### config.mk
export PLATFORM = sky130hd
export DESIGN_NAME = bufcopy_dma
export DESIGN_NICKNAME = d
export VERILOG_FILES = /design/src/rtl/bufcopy_pkg.sv /design/src/rtl/bufcopy_regs.sv /design/src/rtl/bufcopy_port.sv /design/src/rtl/bufcopy_dma.sv
export SDC_FILE = /design/constraint.sdc
export NUM_CORES = 1
export LEC_CHECK = 0
export BUFFER_PORTS_ARGS = -buffer_cell sky130_fd_sc_hd__buf_2
export CAP_MARGIN = 20
export CORE_MARGIN = 2
export CORE_UTILIZATION = 50
export CTS_CLUSTER_SIZE = 8
export DETAILED_ROUTE_END_ITERATION = 16
export MAX_ROUTING_LAYER = met4
export PLACE_DENSITY = 0.83
export RECOVER_POWER = 25
export SETUP_SLACK_MARGIN = 0.1
export SLEW_MARGIN = 0
export SYNTH_ARGS = -nofsm -noshare
export SYNTH_HDL_FRONTEND = slang
export SYNTH_SLANG_ARGS = --single-unit
export TNS_END_PERCENT = 30
### constraint.sdc
create_clock -name clk -period 2.9 [get_ports clk]
set_clock_uncertainty 0.2 [all_clocks]
set_input_delay 0.29 -clock clk [delete_from_list [all_inputs] [get_ports clk]]
set_output_delay 0.29 -clock clk [all_outputs]
set_load 0.1 [all_outputs]
### src/rtl/bufcopy_pkg.sv
package bufcopy_pkg;
  localparam logic [3:0] REG_CTRL  = 4'h0;
  localparam logic [3:0] REG_LNOFF = 4'h8;
  localparam logic [3:0] REG_UBOFF = 4'hC;
  localparam int BUSY_BIT = 15;
  localparam int DIR_BIT  = 14;

  // Build the status word from busy, direction and a 13-bit remaining count.
  function automatic logic [31:0] pack_status(input logic busy, input logic dir,
                                              input logic [12:0] rem);
    logic [31:0] s;
    s = '0;
    s[BUSY_BIT] = busy;
    s[DIR_BIT]  = dir;
    s[12:0]     = rem;
    return s;
  endfunction
endpackage

### src/rtl/bufcopy_regs.sv
module bufcopy_regs
  import bufcopy_pkg::*;
#(
  parameter int LN_AW = 14,
  parameter int UB_AW = 10,
  parameter int LEN_W = 12,
  parameter int CNT_W = LEN_W + 1
) (
  input  logic             clk,
  input  logic             rst,
  input  logic             bus_we,
  input  logic             bus_re,
  input  logic [3:0]       bus_addr,
  input  logic [31:0]      bus_wdata,
  output logic [31:0]      bus_rdata,
  input  logic             busy,
  input  logic             dir,
  input  logic [CNT_W-1:0] rem,
  output logic             start,
  output logic             start_dir,
  output logic [LEN_W-1:0] start_len,
  output logic [LN_AW-1:0] ln_off,
  output logic [UB_AW-1:0] ub_off
);
  // A start is accepted only while idle.
  assign start     = bus_we && (bus_addr == REG_CTRL) && !busy;
  assign start_dir = bus_wdata[DIR_BIT];
  assign start_len = bus_wdata[LEN_W-1:0];

  always_ff @(posedge clk) begin
    if (rst) begin
      ln_off    <= '0;
      ub_off    <= '0;
      bus_rdata <= '0;
    end else begin
      if (bus_we && bus_addr == REG_LNOFF) ln_off <= bus_wdata[LN_AW-1:0];
      if (bus_we && bus_addr == REG_UBOFF) ub_off <= bus_wdata[UB_AW-1:0];
      bus_rdata <= (bus_re && bus_addr == REG_CTRL) ?
                   pack_status(busy, dir, 13'(rem)) : '0;
    end
  end
endmodule

### src/rtl/bufcopy_port.sv
module bufcopy_port #(
  parameter int AW = 10,
  parameter int DW = 32
) (
  input  logic          clk,
  input  logic          rst,
  input  logic          load,
  input  logic [AW-1:0] off,
  input  logic          rd_en,
  input  logic          wr_en,
  input  logic [DW-1:0] din,
  output logic [AW-1:0] addr,
  output logic          we,
  output logic [DW-1:0] wdata
);
  logic [AW-1:0] ptr;

  always_ff @(posedge clk) begin
    if (rst) begin
      ptr   <= '0;
      addr  <= '0;
      we    <= 1'b0;
      wdata <= '0;
    end else begin
      we <= wr_en;
      if (load) ptr <= off;
      else if (rd_en || wr_en) ptr <= ptr + 1'b1;
      if (rd_en || wr_en) addr <= ptr;
      if (wr_en) wdata <= din;
    end
  end

  // writes in consecutive cycles go to consecutive addresses.
  a_r9_contiguous: assert property (@(posedge clk) disable iff (rst)
    (we && $past(we)) |-> (addr == AW'($past(addr) + 1'b1)));
endmodule

### src/rtl/bufcopy_dma.sv
module bufcopy_dma #(
  parameter int LN_AW = 14,
  parameter int UB_AW = 10,
  parameter int DW    = 32,
  parameter int LEN_W = 12
) (
  input  logic             clk,
  input  logic             rst,
  input  logic             bus_we,
  input  logic             bus_re,
  input  logic [3:0]       bus_addr,
  input  logic [31:0]      bus_wdata,
  output logic [31:0]      bus_rdata,
  output logic [LN_AW-1:0] ln_addr,
  output logic             ln_we,
  output logic [DW-1:0]    ln_wdata,
  input  logic [DW-1:0]    ln_rdata,
  output logic [UB_AW-1:0] ub_addr,
  output logic             ub_we,
  output logic [DW-1:0]    ub_wdata,
  input  logic [DW-1:0]    ub_rdata
);
  localparam int CNT_W = LEN_W + 1;

  logic             start, start_dir;
  logic [LEN_W-1:0] start_len;
  logic [LN_AW-1:0] ln_off;
  logic [UB_AW-1:0] ub_off;
  logic             busy_q, dir_q, iss_q, dat_q;
  logic [CNT_W-1:0] rem_q, rd_left;
  logic             rd_go, wr_go;

  bufcopy_regs #(.LN_AW(LN_AW), .UB_AW(UB_AW), .LEN_W(LEN_W), .CNT_W(CNT_W)) u_regs (
    .clk(clk), .rst(rst), .bus_we(bus_we), .bus_re(bus_re), .bus_addr(bus_addr),
    .bus_wdata(bus_wdata), .bus_rdata(bus_rdata), .busy(busy_q), .dir(dir_q),
    .rem(rem_q), .start(start), .start_dir(start_dir), .start_len(start_len),
    .ln_off(ln_off), .ub_off(ub_off));

  assign rd_go = busy_q && (rd_left != '0);
  assign wr_go = dat_q;

  always_ff @(posedge clk) begin
    if (rst) begin
      busy_q  <= 1'b0;
      dir_q   <= 1'b0;
      rem_q   <= '1;
      rd_left <= '0;
      iss_q   <= 1'b0;
      dat_q   <= 1'b0;
    end else begin
      iss_q <= rd_go;
      dat_q <= iss_q;
      if (start) begin
        busy_q  <= 1'b1;
        dir_q   <= start_dir;
        rem_q   <= CNT_W'(start_len) + 1'b1;
        rd_left <= CNT_W'(start_len) + CNT_W'(2);
      end else begin
        if (rd_go) rd_left <= rd_left - 1'b1;
        if (wr_go) begin
          rem_q <= rem_q - 1'b1;
          if (rem_q == '0) busy_q <= 1'b0;
        end
      end
    end
  end

  bufcopy_port #(.AW(LN_AW), .DW(DW)) u_ln_port (
    .clk(clk), .rst(rst), .load(start), .off(ln_off),
    .rd_en(rd_go && !dir_q), .wr_en(wr_go && dir_q), .din(ub_rdata),
    .addr(ln_addr), .we(ln_we), .wdata(ln_wdata));

  bufcopy_port #(.AW(UB_AW), .DW(DW)) u_ub_port (
    .clk(clk), .rst(rst), .load(start), .off(ub_off),
    .rd_en(rd_go && dir_q), .wr_en(wr_go && !dir_q), .din(ln_rdata),
    .addr(ub_addr), .we(ub_we), .wdata(ub_wdata));

  // the idle count always reads all ones.
  a_r4_idle_all_ones: assert property (@(posedge clk) disable iff (rst)
    !busy_q |-> (rem_q == '1));
  // never both buffers written in the same cycle.
  a_r10_single_writer: assert property (@(posedge clk) disable iff (rst)
    !(ln_we && ub_we));
  // the direction holds for the whole copy.
  a_r8_dir_held: assert property (@(posedge clk) disable iff (rst)
    (busy_q && $past(busy_q)) |-> $stable(dir_q));
  // the write goes to the buffer that the direction names.
  a_r10_dest_side: assert property (@(posedge clk) disable iff (rst)
    (ln_we || ub_we) |-> (ln_we == dir_q));
endmodule

After elaboration in Yosys (flattened, before gate mapping)
Cells that the tools add are included.
Storage, ports and cells
  output and inout bits: 122
  bits in registers: 200
Operators by class
  multiplexer cells: 11
  add/subtract/negate cells: 6
  reductions and logical operators: 24
  bitwise gates (word level): 1
  equal/unequal tests: 2
Operators with widths (count)
  two-way mux 13 bit: 4
  two-way mux 14 bit: 2
  subtractor 13 x 1 -> 13 bit, second input constant: 2
  two-way mux 10 bit: 2
  adder 14 x 1 -> 14 bit, second input constant: 1
  adder 12 x 1 -> 13 bit, second input constant: 1
  adder 12 x 2 -> 13 bit, second input constant: 1
  zero test 13 bit: 1
  nonzero test 13 bit: 1
  adder 10 x 1 -> 10 bit, second input constant: 1
  logical AND 1 bit: 10
  nonzero test 2 bit: 5
  == test 4 bit, second input constant: 2
  zero test 4 bit: 1
  two-way mux 1 bit: 3
  zero test 1 bit: 2
  logical OR 1 bit: 2
  AND reduction 2 bit: 1
  OR reduction 2 bit: 1
  inverter 1 bit: 1

Longest topological paths before layout
  word-level depth: 6
  gate-level depth with buffers: 9
  gate-level depth less buffers: 7

Modules after synthesis
From an unflattened synthesis, not the netlist that was laid out.
Unflattened totals
  cells, all modules: 879
  area total of the unflattened synthesis: 8159.1 um^2
Modules (own cells, without submodules)
  bufcopy_port at u_ln_port: area an instance 2431.1 um^2, times used 1, cells each 266, sequential area each 1221.2 um^2
  bufcopy_port at u_ub_port: area an instance 2039.5 um^2, times used 1, cells each 215, sequential area each 1061.0 um^2
  bufcopy_dma: area an instance 2003.2 um^2, times used 1, cells each 237, sequential area each 600.6 um^2
  bufcopy_regs: area an instance 1685.4 um^2, times used 1, cells each 161, sequential area each 780.7 um^2

Least setup slack after synthesis
OpenSTA, ideal clock, no wires.
  kind: reg-to-reg
  start point: reg rd_left[0]
  end point: reg u_ln_port.ptr[0]
  required time: 2.614 ns
  cell stages (with the launch flop): 9
  path slack: 0.496 ns
  period minus slack after synthesis: 2.404 ns
  setup time: 0.086 ns
  arrival: 2.119 ns
  cells stage by stage: dfxtp_1 -> inv_1 -> ha_1 -> or4b_4 -> or4_4 -> and2_1 -> buf_6 -> xnor2_1 -> a211oi_1
On the way
  cells in the longest elaborated chain, start to end: 5
RTL lines
  from (decl): line bufcopy_dma.sv:30  | logic [CNT_W-1:0] rem_q, rd_left;
  from (signal assigned): line bufcopy_dma.sv:57  | rd_left <= CNT_W'(start_len) + CNT_W'(2);
  from (signal assigned): line bufcopy_dma.sv:59  | if (rd_go) rd_left <= rd_left - 1'b1;
  nonzero test 13 bit: line bufcopy_dma.sv:39  | assign rd_go = busy_q && (rd_left != '0);
  logical AND 1 bit: line bufcopy_dma.sv:39
  logical AND 1 bit: line bufcopy_dma.sv:70  | .rd_en(rd_go && !dir_q), .wr_en(wr_go && dir_q), .din(ub_rdata),
  logical OR 1 bit: line bufcopy_port.sv:27  | else if (rd_en || wr_en) ptr <= ptr + 1'b1;
  nonzero test 2 bit (no source line)
  to (signal assigned): line bufcopy_port.sv:27
  to (decl): line bufcopy_port.sv:16  | logic [AW-1:0] ptr;
No other way between the ends.
A chain may end at the register's enable or synchronous reset.

Final worst setup path
  start point: reg rd_left[0]
  end point: reg u_ln_port.addr[13]
On the way
  cells in the longest elaborated chain, start to end: 4
RTL lines
  nonzero test 13 bit: line bufcopy_dma.sv:39
  logical AND 1 bit: line bufcopy_dma.sv:39
  logical AND 1 bit: line bufcopy_dma.sv:70
  logical OR 1 bit: line bufcopy_port.sv:28  | if (rd_en || wr_en) addr <= ptr;
  to (signal assigned): line bufcopy_port.sv:28
  to (decl): line bufcopy_port.sv:12  | output logic [AW-1:0] addr,
No other way between the ends.

==> results.md <==
* Crit path cell chain: inv_1 -> ha_1 -> or4b_4 -> or4_4 -> and2_1 -> buf_4 -> nand2_1 -> a21oi_1
* Total CTS buffers at 17
* Hold Buf Count CTS at 70
* XOR/XNOR share of the synthesized area at 0.06183
* First-pass GRT wire length at 33,450 µm
* Final Cell Area at 0.01001 mm²
* TNS Setup at 0 ns
* Unique masters post-synth at 58
* Tcrit/Tclk final at 0.8863
* R2R setup slack at 0.33 ns
* Area contributors post-synth: dfxtp_1 (47%), nand2_1 (9.3%), a21oi_1 (6.0%)
* Static leakage at 4.049 nW
* WL/cell at 15.77 µm
* Netlist Area Pre-Place at 0.007791 mm²
* CTS-repair resized insts at 0
* Mux share of post-synthesis cell area at 0.02971
* Crit. End Element: flip-flop
* CP arrival at 2.62 ns
* Fmax at 389.1 MHz
* Hpwl dp at 13,050 µm
* NetSw at 1.297 mW
* Cell accounting for the most synthesized area: dfxtp_1
* Sequential fraction of the synthesis area at 0.4702
* TritonCTS clock tree: built
* RSZ-0062 raised after global routing: false
* Vias in the first global route at 7,055
* DP Area at 0.008757 mm²
* Top FF cell, synth: dfxtp_1
* Post-synth EDFFs at 0
* Core ar. at 0.01520 mm²
* Yosys warning count at 0
* Critical path required time at 2.95 ns
* Crit path kind: flip-flop to flip-flop
* Die W at 128.8 µm
* Power Dens Cells at 543.7 mW/mm²
* Max-slew headroom at 0.1105
* Clk slew on worst S/H paths at 0.06 ns
* Placer Congestion at 0.9040
* Fin crit period at 2.570 ns
* Htree depth at 4
* Outcome: finished clean
* Int Pwr at 4.145 mW
* DR iter-0 viols at 547
* Vias per cell at 5.490
* Crit path max-delay cell type: or4_4
* Drt pass-1 iters at 6
* Final Hold Vio Count at 0
* Layout Nets at 1,255
* Clock power share at 0.444
* Max-Cap Viols at 0
* Post-CTS setup buffer count at 0
* Sw Ratio at 0.2383
* Cells after Synth at 916
* Grt total ovfl at 0
* Area grow syn2layout at 28.49%
* Syn Area/Cell at 8.506 µm²
* Row count at 45
* DRC violations left at 0
* Port Buffers at 191
* Via Count at 7,368
* Clock Latency Late Sink at 0.43 ns
* Worst slew pin tran at 1.334 ns
* Synth Register Bits at 183
* Asr flop ratio synth at 0
* Die H at 128.8 µm
* Slowest stage delay, CP at 0.53 ns
* Overall Global Routing Usage at 0.2594
* Final setup viols at 0
* Crit path max fanout at 14
* Combinational share of power at 0.086
* Final WL at 21,170 µm
* Post-route ant nets at 0
* Post-Synth Adder-Cell Area at 0.01285
* Commonest non-fill, non-tap cell in the layout: nand2_1
* Commonest non-fill, non-tap cells in the layout: nand2_1 (194), dfxtp_1 (183), buf_2 (159), a21oi_1 (93)
* Hold WC Path Type: primary input to flip-flop
* Pins over their slew limit at 0
* Post-Synth Simple-Gate Area at 0.2221
* Startpoint Class: flip-flop
* Clk buf depth at 2
* Compound-Gate Fraction of Synth Area at 0.1445
* Flop pwr share at 0.470
* Share of layout cells above drive strength 1 at 0.2019
* Largest net degree at the start of global routing at 112
* Peak supply drop at 454.5 µV
* Initial antenna violation count at 0
* Ports at 226
* Largest family of logic cells by synthesized area: simple AND/OR/NAND/NOR gates
* Fin Hold WS at 0.02540 ns
* Initial Utilization at 0.5125
* Total clock sinks at 183
* Top cell type's share of synthesized area at 0.4702
* Ant. Diodes at 0
* Die area at 0.01660 mm²
* Clock Tree Root: clkbuf_16
[final timing paths]
path                startpoint                  to  cells after the start
setup / recovery    rd_left[0]  u_ln_port.addr[13]                      8
hold / removal    bus_wdata[0]    u_regs.ln_off[0]                      3
setup reg to reg    rd_left[0]  u_ln_port.addr[13]                      8
hold reg to reg          iss_q               dat_q                      1
[worst max-delay path, delay by kind of cell (launching register included)]
kind / cells / cell delay [ns]
simple gates: 4 / 1.33
flops: 1 / 0.34
buf+inv: 2 / 0.30
compound gates: 1 / 0.06
fa+ha+maj: 1 / 0.16
[power groups by stage]
| stage | sequential, mW | combinational [mW] | clock (mW) |
|---|---|---|---|
| after detailed placement | 2.61 | 0.386 | 0 |
| after global placement | 2.61 | 0.383 | 0 |
| after floorplan | 2.63 | 0.278 | 0 |
| after CTS | 2.56 | 0.463 | 2.43 |
| final | 2.56 | 0.470 | 2.41 |
| after global routing | 2.56 | 0.500 | 2.55 |
[per-stage QoR]
step	worst slack, ns	total power, mW	cells	util
3_3_place_gp	0.4550	2.996	1242	0.5760
4_1_cts	0.3797	5.452	1342	0.6621
5_1_grt	0.2515	5.613	1342	0.6585
3_5_place_dp	0.3924	3.000	1242	0.5760
6_report	0.3298	5.443	1342	0.6585
2_1_floorplan	0.4956	2.907	932	-
[Yosys cell counts, types with 2 or more instances]
library cell,n
xor2_1,27
nand2_1,194
o211ai_1,2
inv_1,5
nand4_1,12
a21oi_1,93
o31ai_1,2
and3_1,11
a221oi_1,2
a41oi_1,2
a31oi_1,2
and2_1,20
clkbuf_8,2
nor2b_1,3
dfxtp_1,183
or4_1,3
o22ai_1,2
nor2_1,70
nand3_1,19
nand2_2,12
nand4b_1,3
xnor2_1,28
ha_1,8
or4_4,2
buf_2,3
o21ai_0,10
a21oi_2,10
a22oi_1,3
and4_1,5
buf_6,2
a22o_1,8
nor3_1,8
nor4_1,10
o2111ai_1,4
clkbuf_1,57
a211oi_1,23
buf_4,17
a21o_1,2
mux2i_1,22
a211o_1,7
[state kept, by name, summed over array words and instances, names as in the netlist, 10 cells and up]
name / cells
u_ln_port.wdata: 32
u_ub_port.wdata: 32
u_regs.bus_rdata: 15
u_ln_port.addr: 14
u_ln_port.ptr: 14
u_regs.ln_off: 14
rd_left: 13
rem_q: 13
u_regs.ub_off: 10
u_ub_port.addr: 10
u_ub_port.ptr: 10
[layer usage]
metal / vias up / global-route usage / share of wire / wire (µm)
met4: 0 / 0.1068 / 0.033 / 691
met3: 68 / 0.05489 / 0.050 / 1064
met5: - / - / 0 / 0
met2: 278 / 0.4233 / 0.49 / 10350
met1: 3497 / 0.3126 / 0.43 / 9061
li1: 3525 / - / - / -
[area by class of cell]
| class | instances | area (µm²) |
|---|---|---|
| flip-flops and latches | 183 | 3664 |
| clock inverters | 11 | 173.9 |
| multi-input cells | 660 | 3744 |
| repair buffers | 276 | 1743 |
| inverters | 5 | 18.77 |
| clock buffers | 19 | 432.9 |
| fillers | 1221 | 5191 |
| well taps | 188 | 235.2 |
[cells by family (layout without fill, tap and decap cells)]
kind of cell	count (synthesis)	count (layout)
AO/OA/AOI/OAI	178	178
XOR/XNOR	55	55
adder cells (fa/ha/maj)	8	8
buffers and inverters	89	311
flip-flops	183	183
multiplexers	23	23
other	1	17
AND/OR/NAND/NOR	379	379
Note: power is estimated with default switching activity, not from simulation.
